### src/rtl/tlb_pkg.sv
package tlb_pkg;
  typedef enum logic [0:0] {ST_IDLE, ST_RUN} tlb_state_e;

  // Edge counted from both ends: halve, rounding up so the bound stays safe.
  function automatic int unsigned halve_up(input int unsigned s);
    return (s + 1) >> 1;
  endfunction

  // A slot pruned at this depth or shallower is not usable.
  function automatic logic edge_hidden(input int unsigned cut, input int unsigned lvl);
    return (cut != 0) && (cut <= lvl);
  endfunction
endpackage

### src/rtl/tlb_ctrl.sv
module tlb_ctrl
  import tlb_pkg::*;
#(
  parameter int BEATS = 4,
  parameter int BTW   = 3
) (
  input  logic           clk,
  input  logic           rst_n,
  input  logic           start,
  output logic           take,
  output logic           issue,
  output logic           fin,
  output logic           busy,
  output logic [BTW-1:0] beat
);
  tlb_state_e st;

  assign busy  = (st == ST_RUN);
  assign take  = start && !busy;
  assign issue = busy && (int'(beat) < BEATS);
  assign fin   = busy && (int'(beat) == BEATS + 1);

  always_ff @(posedge clk or negedge rst_n) begin
    if (!rst_n) begin
      st   <= ST_IDLE;
      beat <= '0;
    end else if (take) begin
      st   <= ST_RUN;
      beat <= '0;
    end else if (fin) begin
      st   <= ST_IDLE;
    end else if (busy) begin
      beat <= beat + BTW'(1);
    end
  end

  // a start pulse during a run leaves the beat sequence running
  assert_start_ignored_R11: assert property (@(posedge clk) disable iff (!rst_n)
    (busy && start) |=> (!busy || beat == $past(beat) + BTW'(1)));
endmodule

### src/rtl/tlb_lane.sv
module tlb_lane
  import tlb_pkg::*;
#(
  parameter int NV = 14,
  parameter int K  = 3,
  parameter int VW = 4,
  parameter int AW = 4,
  parameter int LW = 3,
  localparam int SLW = LW + 2 + VW + 1
) (
  input  logic             clk,
  input  logic             rst_n,
  input  logic             active,
  input  logic [AW-1:0]    vtx,
  input  logic [K*SLW-1:0] rec,
  input  logic [NV-1:0]    deg_one,
  input  logic [NV*VW-1:0] other_end,
  input  logic             tour_close_ok,
  input  logic [LW-1:0]    lvl,
  output logic [1:0]       contrib
);
  logic          own_open;
  logic [VW-1:0] own_mate;
  logic [K-1:0]  slot_ok;
  logic [1:0]    slot_w [K];
  logic          hit_any;

  // Vertex lookup by comparison: addresses past NV never match.
  always_comb begin
    own_open = 1'b0;
    own_mate = '0;
    for (int i = 0; i < NV; i++) begin
      if (int'(vtx) == i) begin
        own_open = deg_one[i];
        own_mate = other_end[i*VW +: VW];
      end
    end
  end

  for (genvar s = 0; s < K; s++) begin : g_slot
    logic [SLW-1:0] fld;
    logic [VW-1:0]  nbr;
    logic           nb_open;
    assign fld       = rec[s*SLW +: SLW];
    assign nbr       = fld[LW+2 +: VW];
    assign slot_w[s] = fld[LW +: 2];
    always_comb begin
      nb_open = 1'b0;
      for (int i = 0; i < NV; i++)
        if (int'(nbr) == i) nb_open = deg_one[i];
    end
    assign slot_ok[s] = fld[SLW-1] && nb_open
                      && (int'(nbr) != int'(vtx))
                      && !edge_hidden(int'(fld[LW-1:0]), int'(lvl))
                      && !((nbr == own_mate) && !tour_close_ok);
  end

  assign hit_any = |slot_ok;

  always_comb begin
    logic [1:0] best;
    best = 2'd3;
    for (int s = 0; s < K; s++)
      if (slot_ok[s] && slot_w[s] < best) best = slot_w[s];
    contrib = (active && own_open) ? best : 2'd0;
  end

  // an open vertex with no usable slot falls back to weight 3
  assert_default_three_R8: assert property (@(posedge clk) disable iff (!rst_n)
    (active && own_open && !hit_any) |-> (contrib == 2'd3));
endmodule

### src/rtl/tlb_accum.sv
module tlb_accum #(
  parameter int L  = 4,
  parameter int NV = 14,
  parameter int SW = 6
) (
  input  logic          clk,
  input  logic          rst_n,
  input  logic          clear,
  input  logic          add_en,
  input  logic [2*L-1:0] lane_c,
  output logic [SW-1:0] sum
);
  logic [SW-1:0] beat_sum;

  always_comb begin
    beat_sum = '0;
    for (int l = 0; l < L; l++) beat_sum = beat_sum + SW'(lane_c[2*l +: 2]);
  end

  always_ff @(posedge clk or negedge rst_n) begin
    if (!rst_n)      sum <= '0;
    else if (clear)  sum <= '0;
    else if (add_en) sum <= sum + beat_sum;
  end

  // the running sum never exceeds three per vertex
  assert_sum_bounded_R9: assert property (@(posedge clk) disable iff (!rst_n)
    int'(sum) <= 3 * NV);
  // each accepted start begins a fresh sum
  assert_clear_on_start_R2: assert property (@(posedge clk) disable iff (!rst_n)
    clear |=> (sum == '0));
endmodule

### src/rtl/tsp_lower_bound.sv
module tsp_lower_bound
  import tlb_pkg::*;
#(
  parameter int NV = 14,
  parameter int L  = 4,
  parameter int K  = 3,
  parameter int LW = 3,
  parameter int CW = 8,
  localparam int BEATS = (NV + L - 1) / L,
  localparam int AW    = $clog2(BEATS * L),
  localparam int VW    = $clog2(NV),
  localparam int SLW   = LW + 2 + VW + 1,
  localparam int RW    = K * SLW,
  localparam int SW    = $clog2(3 * NV + 1),
  localparam int BTW   = $clog2(BEATS + 2),
  localparam int LTW   = BTW + 1
) (
  input  logic             clk,
  input  logic             rst_n,
  input  logic             start,
  input  logic [CW-1:0]    part_cost,
  input  logic [LW-1:0]    depth,
  input  logic [NV-1:0]    deg_one,
  input  logic [NV*VW-1:0] other_end,
  output logic             rd_en,
  output logic [L*AW-1:0]  rd_addr,
  input  logic [L*RW-1:0]  rd_data,
  output logic             busy,
  output logic             valid,
  output logic [CW-1:0]    bound
);
  logic           take, fin, issue, data_live, tour_close_ok;
  logic [BTW-1:0] beat;
  logic [L*AW-1:0] addr_q;
  logic [CW-1:0]  cost_q;
  logic [LW-1:0]  depth_q;
  logic [2*L-1:0] lane_c;
  logic [SW-1:0]  acc_sum;
  logic [LTW-1:0] lat;

  tlb_ctrl #(.BEATS(BEATS), .BTW(BTW)) u_ctrl (
    .clk(clk), .rst_n(rst_n), .start(start), .take(take), .issue(issue),
    .fin(fin), .busy(busy), .beat(beat)
  );

  assign rd_en         = issue;
  assign tour_close_ok = ($countones(deg_one) == 2);

  always_comb begin
    for (int l = 0; l < L; l++)
      rd_addr[l*AW +: AW] = AW'(int'(beat) * L + l);
  end

  for (genvar l = 0; l < L; l++) begin : g_lane
    tlb_lane #(.NV(NV), .K(K), .VW(VW), .AW(AW), .LW(LW)) u_lane (
      .clk(clk), .rst_n(rst_n), .active(data_live),
      .vtx(addr_q[l*AW +: AW]), .rec(rd_data[l*RW +: RW]),
      .deg_one(deg_one), .other_end(other_end),
      .tour_close_ok(tour_close_ok), .lvl(depth_q),
      .contrib(lane_c[2*l +: 2])
    );
  end

  tlb_accum #(.L(L), .NV(NV), .SW(SW)) u_acc (
    .clk(clk), .rst_n(rst_n), .clear(take), .add_en(data_live),
    .lane_c(lane_c), .sum(acc_sum)
  );

  always_ff @(posedge clk or negedge rst_n) begin
    if (!rst_n) begin
      data_live <= 1'b0;
      addr_q    <= '0;
      cost_q    <= '0;
      depth_q   <= '0;
      valid     <= 1'b0;
      bound     <= '0;
      lat       <= '0;
    end else begin
      data_live <= issue;
      if (issue) addr_q <= rd_addr;
      if (take) begin
        cost_q  <= part_cost;
        depth_q <= depth;
      end
      valid <= fin;
      if (fin) bound <= cost_q + CW'(halve_up(int'(acc_sum)));
      if (take)      lat <= '0;
      else if (busy) lat <= lat + LTW'(1);
    end
  end

  // result strobe lasts one cycle
  assert_valid_single_R3: assert property (@(posedge clk) disable iff (!rst_n)
    valid |=> !valid);
  // result arrives a fixed BEATS+2 cycles after the accepted start
  assert_latency_R3: assert property (@(posedge clk) disable iff (!rst_n)
    valid |-> (lat == LTW'(BEATS + 2)));
  // reads are issued only while a computation runs
  assert_reads_in_run_R2: assert property (@(posedge clk) disable iff (!rst_n)
    rd_en |-> busy);
endmodule

### config.mk
export PLATFORM = sky130hd
export DESIGN_NAME = tsp_lower_bound
export DESIGN_NICKNAME = d
export VERILOG_FILES = /design/src/rtl/tlb_pkg.sv /design/src/rtl/tlb_ctrl.sv /design/src/rtl/tlb_lane.sv /design/src/rtl/tlb_accum.sv /design/src/rtl/tsp_lower_bound.sv
export SDC_FILE = /design/constraint.sdc
export NUM_CORES = 1
export LEC_CHECK = 0
export BUFFER_PORTS_ARGS = -buffer_cell sky130_fd_sc_hd__buf_2
export CAP_MARGIN = 20
export CORE_ASPECT_RATIO = 1.2
export CORE_MARGIN = 5
export CORE_UTILIZATION = 35
export DETAILED_ROUTE_END_ITERATION = 8
export PLACE_DENSITY = 0.68
export SYNTH_ARGS = -nofsm -noshare
export SYNTH_HDL_FRONTEND = slang
export SYNTH_SLANG_ARGS = --single-unit
### constraint.sdc
create_clock -name clk -period 15.6 [get_ports clk]
set_clock_uncertainty 0.05 [all_clocks]
set_input_delay 1.56 -clock clk [delete_from_list [all_inputs] [get_ports clk]]
set_output_delay 1.56 -clock clk [all_outputs]
set_load 0.005 [all_outputs]
Yosys cells after proc, flatten, opt, wreduce, memory -nomap -nowiden
Index checks and enable logic that the tools add are counted.
{ "totals": {"in_bits": 204, "ff_bits": 45, "output_inout_bits": 27} }
{ "op_classes": {"muxes": 283, "eq_ne": 225, "magnitude_cmp": 25, "n_reduce_logical": 149, "n_addsub": 23} }
{ "ops": {"columns": ["cell", "n"], "rows": [
  ["4-bit == test (second input constant)", 120],
  ["4-bit by 3-bit == test with 1-bit output (second input constant)", 60],
  ["1-bit two-way mux", 216],
  ["4-bit two-way mux", 46],
  ["1-bit logical AND", 91],
  ["4-bit zero test", 16],
  ["4-bit by 2-bit == test with 1-bit output (second input constant)", 15],
  ["4-bit == test", 12],
  ["4-bit inequality test", 12],
  ["3-bit less-or-equal comparator", 12],
  ["3-bit nonzero test", 12],
  ["2-bit two-way mux", 16],
  ["1-bit zero test", 26],
  ["2-bit less-than comparator", 8],
  ["1-bit by 1-bit adder with 2-bit output", 7],
  ["2-bit by 2-bit adder with 3-bit output", 4],
  ["6-bit by 2-bit adder with 6-bit output", 2],
  ["6-bit two-way mux", 2],
  ["3-bit two-way mux", 3],
  ["4-bit by 2-bit adder with 4-bit output (second input constant)", 2],
  ["8-bit by 6-bit adder with 8-bit output", 1],
  ["2-bit less-than comparator (second input constant)", 4],
  ["6-bit by 1-bit adder with 7-bit output (second input constant)", 1],
  ["6-bit adder", 1],
  ["13 further kinds", 16]
]} }

Longest topological paths before layout
{ "depth": {"ltp_word": 34, "depth_mapped": 39, "mapped_depth_nobuf": 38} }

Cells and area by module
A second synthesis with hierarchy kept.
{ "unflattened": {"cells_unflattened": 1518, "hier_area_um2": 11661.2} }
{ "by_module_without_submodules": {"columns": ["mod", "instances", "seq_area_each_um2", "cells_per_inst", "area_each_um2"], "rows": [
  ["tlb_lane (g_lane[0].u_lane ...)", 2, 0.0, 334, 2416.1],
  ["tlb_lane (g_lane[2].u_lane)", 1, 0.0, 312, 2235.9],
  ["tlb_lane (g_lane[3].u_lane)", 1, 0.0, 307, 2159.6],
  ["tsp_lower_bound", 1, 600.6, 149, 1626.6],
  ["tlb_accum", 1, 150.1, 61, 571.8],
  ["tlb_ctrl", 1, 100.1, 21, 235.2]
]} }

Worst setup path after synthesis
Ideal clock, no wire load.
{ "synth_timing": {"path_type": "input to register", "from": "in deg_one[0]", "to": "reg u_acc.sum[5]", "path_slack_ps": 5565, "required_ps": 15419, "arrival_ps": 9854, "stages": 34, "path_buffers": 1, "path_cell_list": "fa_1 > fa_1 > fa_1 > inv_1 > fa_1 > inv_1 > ha_1 > inv_1 > fa_1 > a2111oi_0 > o21a_1 > buf_4 > nor3_1 > or3_1 > o22ai_1 > ha_1 > a221o_1 > a2111oi_0 > o31ai_1 > a41oi_1 > nor3b_1 > a31o_1 > fa_1 > fa_1 > inv_1 > fa_1 > inv_1 > ha_1 > fa_1 > a21oi_1 > nor2b_1 > o21ai_0 > xor2_1 > nor2_1"} }
{ "synth_between": {"elab_chain_cells": 33} }
{ "synth_lines": {"columns": ["item", "line_no", "source"], "rows": [
  ["from (decl)", "tsp_lower_bound.sv:23", "input logic [NV-1:0] deg_one,"],
  ["branches (longest 29 deep; another with 4-bit by 4-bit adder with 5-bit output)", null, null],
  ["6-bit by 2-bit adder with 6-bit output (*)", "tlb_accum.sv:17", "for (int l = 0; l < L; l++) beat_sum = beat_sum + SW'(lane_c[2*l +: 2]);"],
  ["6-bit adder (*)", "tlb_accum.sv:23", "else if (add_en) sum <= sum + beat_sum;"],
  ["6-bit two-way mux (*)", "tlb_accum.sv:23", null],
  ["6-bit two-way mux (*)", "tlb_accum.sv:22", "else if (clear) sum <= '0;"],
  ["to (signal assigned)", "tlb_accum.sv:23", null],
  ["to (decl)", "tlb_accum.sv:11", "output logic [SW-1:0] sum"]
]} }
Mark *: on every way between the ends. The select of a mux whose other input is x is not followed.
A chain may end at the register's enable or synchronous reset.

Worst setup path in the final report
{ "layout_timing": {"from": "in deg_one[9]", "to": "reg u_acc.sum[5]"} }
{ "layout_between": {"elab_chain_cells": 24} }
{ "layout_lines": {"columns": ["item", "line_no", "source"], "rows": [
  ["1-bit by 1-bit adder with 2-bit output (not written as such) / 1-bit two-way mux (equally long branches)", "tsp_lower_bound.sv:47, tlb_lane.sv:50", null],
  ["2-bit by 2-bit adder with 3-bit output (not written as such) / 1-bit two-way mux (equally long branches)", "tsp_lower_bound.sv:47, tlb_lane.sv:50", null],
  ["3-bit by 2-bit adder with 4-bit output (not written as such) / 1-bit two-way mux (equally long branches)", "tsp_lower_bound.sv:47, tlb_lane.sv:50", null],
  ["4-bit by 4-bit adder with 5-bit output (not written as such) / 1-bit two-way mux (equally long branches)", "tsp_lower_bound.sv:47, tlb_lane.sv:50", null],
  ["5-bit by 2-bit == test with 1-bit output / 1-bit two-way mux (equally long branches)", "tsp_lower_bound.sv:47, tlb_lane.sv:50", null],
  ["1-bit zero test / 1-bit logical AND (equally long branches)", "tlb_lane.sv:55, tlb_lane.sv:52", null],
  ["1-bit logical AND (on tied branches)", "tlb_lane.sv:55, tlb_lane.sv:53", null],
  ["1-bit zero test / 1-bit logical AND (equally long branches)", "tlb_lane.sv:55, tlb_lane.sv:54", null],
  ["(+8 left out)", null, null],
  ["2-bit two-way mux", "tlb_lane.sv:64", "if (slot_ok[s] && slot_w[s] < best) best = slot_w[s];"],
  ["2-bit two-way mux", "tlb_lane.sv:65", "contrib = (active && own_open) ? best : 2'd0;"],
  ["2-bit by 2-bit adder with 3-bit output", "tlb_accum.sv:17", null],
  ["6-bit by 2-bit adder with 6-bit output", "tlb_accum.sv:17", null],
  ["6-bit by 2-bit adder with 6-bit output (*)", "tlb_accum.sv:17", null],
  ["6-bit adder (*)", "tlb_accum.sv:23", null],
  ["6-bit two-way mux (*)", "tlb_accum.sv:23", null],
  ["6-bit two-way mux (*)", "tlb_accum.sv:22", null]
]} }
Every way passes the cells marked *; elsewhere a longest branch is shown, timed or not. The select of a mux whose other input is x is not followed.

==> run summary <==
Status - finished clean
EDFF count, synth - 0
Final Instance Area - 8990 µm²
Initial antenna violation count - 20
Via-per-instance ratio - 5.76
Setup TNS - 0 ns
Req. time, crit path - 15.70 ns
Share of cells above drive strength 1 - 0.292
Register area share after synthesis - 0.110
Nets - 1,336
Buf/Inv on CP - 6
Top cell by count, worst path - fa_1
Initial core utilization - 0.357
Period utilization - 0.707
DRT Pass-1 Iters - 4
Die Span X - 146 µm
Logic pwr share - 0.753
Reg-to-Reg Start - addr_q[11]
Slew @ Worst Pin - 0.918 ns
Clock-pin slew on the worst setup and hold paths - 0.05 ns
Hold WC Path Type - register to register
Num CTS Buffers - 5
Hold Startpoint - bound[3]
Ys async rst share - 1.00
Clock Sinks - 34
Routed length per instance - 20.0 µm
Switching power total - 0.599 mW
Crit Path Class - input pin to register
Setup violators final - 0
Startpoint class of the critical path - input pin
FMAX - 90.7 MHz
Height of the die - 173 µm
CP max FO - 14
CP endpoint kind - register
Pleak - 4.13 nW
Hold Path Depth - 2
Hpwl dp - 21,600 µm
Area leader, netlist - mux4_2
Unique cell type count in the Yosys netlist - 85
Seq pwr share - 0.157
Slowest stage delay, CP - 0.62 ns
Synth top area cells - mux4_2, dfrtp_1, ha_1
Critical Path Stages - 34
Vias in the first global route - 7,796
GPL Wtd Cong - 0.919
H-tree depth - 2
Average size of a mapped cell - 8.60 µm²
Worst reg-to-reg path cell count - 31
Die area - 25,200 µm²
Max_slew headroom - 0.387
Final ANT Viol Nets - 0
Synthesized area - 7740 µm²
Synth top cells by count - ha_1, inv_1, nand2_1
Hold_buf cts - 0
Top cell type's share of synthesized area - 0.116
Synth warn - 0
Clk_lat worst skew - 0.27 ns
Setup crit start - deg_one[9]
CORE AREA - 21,700 µm²
DRT iter0 DRCs - 621
Final Hold Viols - 0
Clock power share - 0.091
Syn Inst Count - 900
Remaining global-route overflow - 0
Area grow syn2layout - 16.1%
Total length of routed wires - 26,800 µm
Max Root-Sink Buffers - 2
Port Buf Inserts - 222
Arrival time worst endpoint - 11.12 ns
Worst IR Drop VDD - 139 µV
DP Area - 8800 µm²
Tmin final - 11.03 ns
Slew Viols, Final - 0
CP max stage cell - o21a_1
Largest net degree at the start of global routing - 64
Num rows - 59
Number of max-cap violations - 0
CTS tree - yes
Crit path max-delay family - adder cells
Root Driver - clkbuf_16
Most used DFF post-synth - dfrtp_1
PwrDens - 135 nW/µm²
Vias - 7,712
Ports - 231
Post-synthesis register bit count - 34
Tot GR Track Use - 0.202
Internal - 0.615 mW
Post-CTS Setup Repair Bufs - 0
Sw frac - 0.493
First-pass GRT wire length - 41,700 µm
Most common cell in the netlist - ha_1
Remaining DRCs - 0
RSZ-0062 raised after global routing - false
Post-cts repair resize count - 0
FF-to-FF setup slack - 7.21 ns
[metal layers]
layer / GRT usage / vias to the layer above / share of wire
li1: - / 3625 / -
met1: 0.233 / 3643 / 0.36
met2: 0.350 / 353 / 0.50
met3: 0.0641 / 71 / 0.098
met4: 0.0766 / 20 / 0.037
met5: 0 / - / 0.0043
[kinds of logic (layout without fill, tap and decap cells)]
kind of cell	after synthesis	count (layout)	synth area share
simple gates	231	231	0.153
compound gates	209	209	0.193
buf+inv	147	296	0.0881
mux	109	109	0.213
xor+xnor	90	90	0.102
fa+ha+maj	78	78	0.141
flops	34	34	0.110
other cells	2	19	0.000970
[power groups by stage]
stage               Sequential [mW]  Clock, mW  Combinational [mW]
CTS                           0.191      0.113               0.921
global placement              0.190          0               0.888
global route                  0.199      0.117                1.02
finish                        0.190      0.110               0.914
floorplan                     0.164          0               0.695
detailed placement            0.192          0               0.914
[worst reg2reg max path, delay by kind of cell (launching register included)]
| kind | cells | cell delay, ns |
|---|---|---|
| compound gates | 14 | 3.68 |
| xor+xnor | 2 | 0.35 |
| buf+inv | 4 | 1.21 |
| simple gates | 5 | 0.52 |
| fa+ha+maj | 6 | 2.12 |
| flops | 1 | 0.32 |
[registers in the layout, summed over array words and instances, names as in the netlist]
register	cells
depth_q	3
data_live	1
u_ctrl.beat	3
u_acc.sum	6
valid	1
bound	8
addr_q	3
u_ctrl.busy	1
cost_q	8
[layout by cell type, fill, tap and decap left out, types with 8 or more instances in the layout]
cell type  count
o22ai_1        9
o21ai_0       46
nand2_1       56
mux4_2        40
conb_1         8
nand2b_1      14
inv_1         62
xnor2_1       51
fa_1          15
nor2_1        44
dfrtp_1       32
ha_1          63
a21oi_1       24
xor2_1        39
mux2_2        18
buf_2        222
nor2b_1       20
nor3_1        20
nand3_1       24
diode_2       11
a21o_1        10
a211oi_1      13
mux2i_1       42
o211ai_1      15
[layout make-up]
| cell class | count | area, µm² |
|---|---|---|
| clock inverter | 1 | 30.0 |
| inverter | 62 | 233 |
| clock buffer | 7 | 133 |
| antenna | 11 | 27.5 |
| fill | 2207 | 12700 |
| timing repair buffer | 226 | 1140 |
| sequential | 34 | 853 |
| multi-input combinational | 725 | 6230 |
| tap | 274 | 343 |
[stage by stage]
stage	util	power, mW	setup slack (ns)	std cells	hold slack (ns)
2_1_floorplan	-	0.860	5.56	906	0.423
3_3_place_gp	0.405	1.08	4.67	1321	0.418
3_5_place_dp	0.405	1.11	4.41	1321	0.419
4_1_cts	0.413	1.22	4.67	1329	0.440
5_1_grt	0.414	1.34	4.04	1339	0.475
6_report	0.414	1.21	4.57	1340	0.439
[final timing paths]
path                                     end
worst min register to register      bound[3]
worst max-delay path            u_acc.sum[5]
worst min-delay path                bound[3]
max in group asynchronous         addr_q[13]
worst max register to register  u_acc.sum[5]
min in group asynchronous           bound[6]
Note: power is estimated with default switching activity, not from simulation.
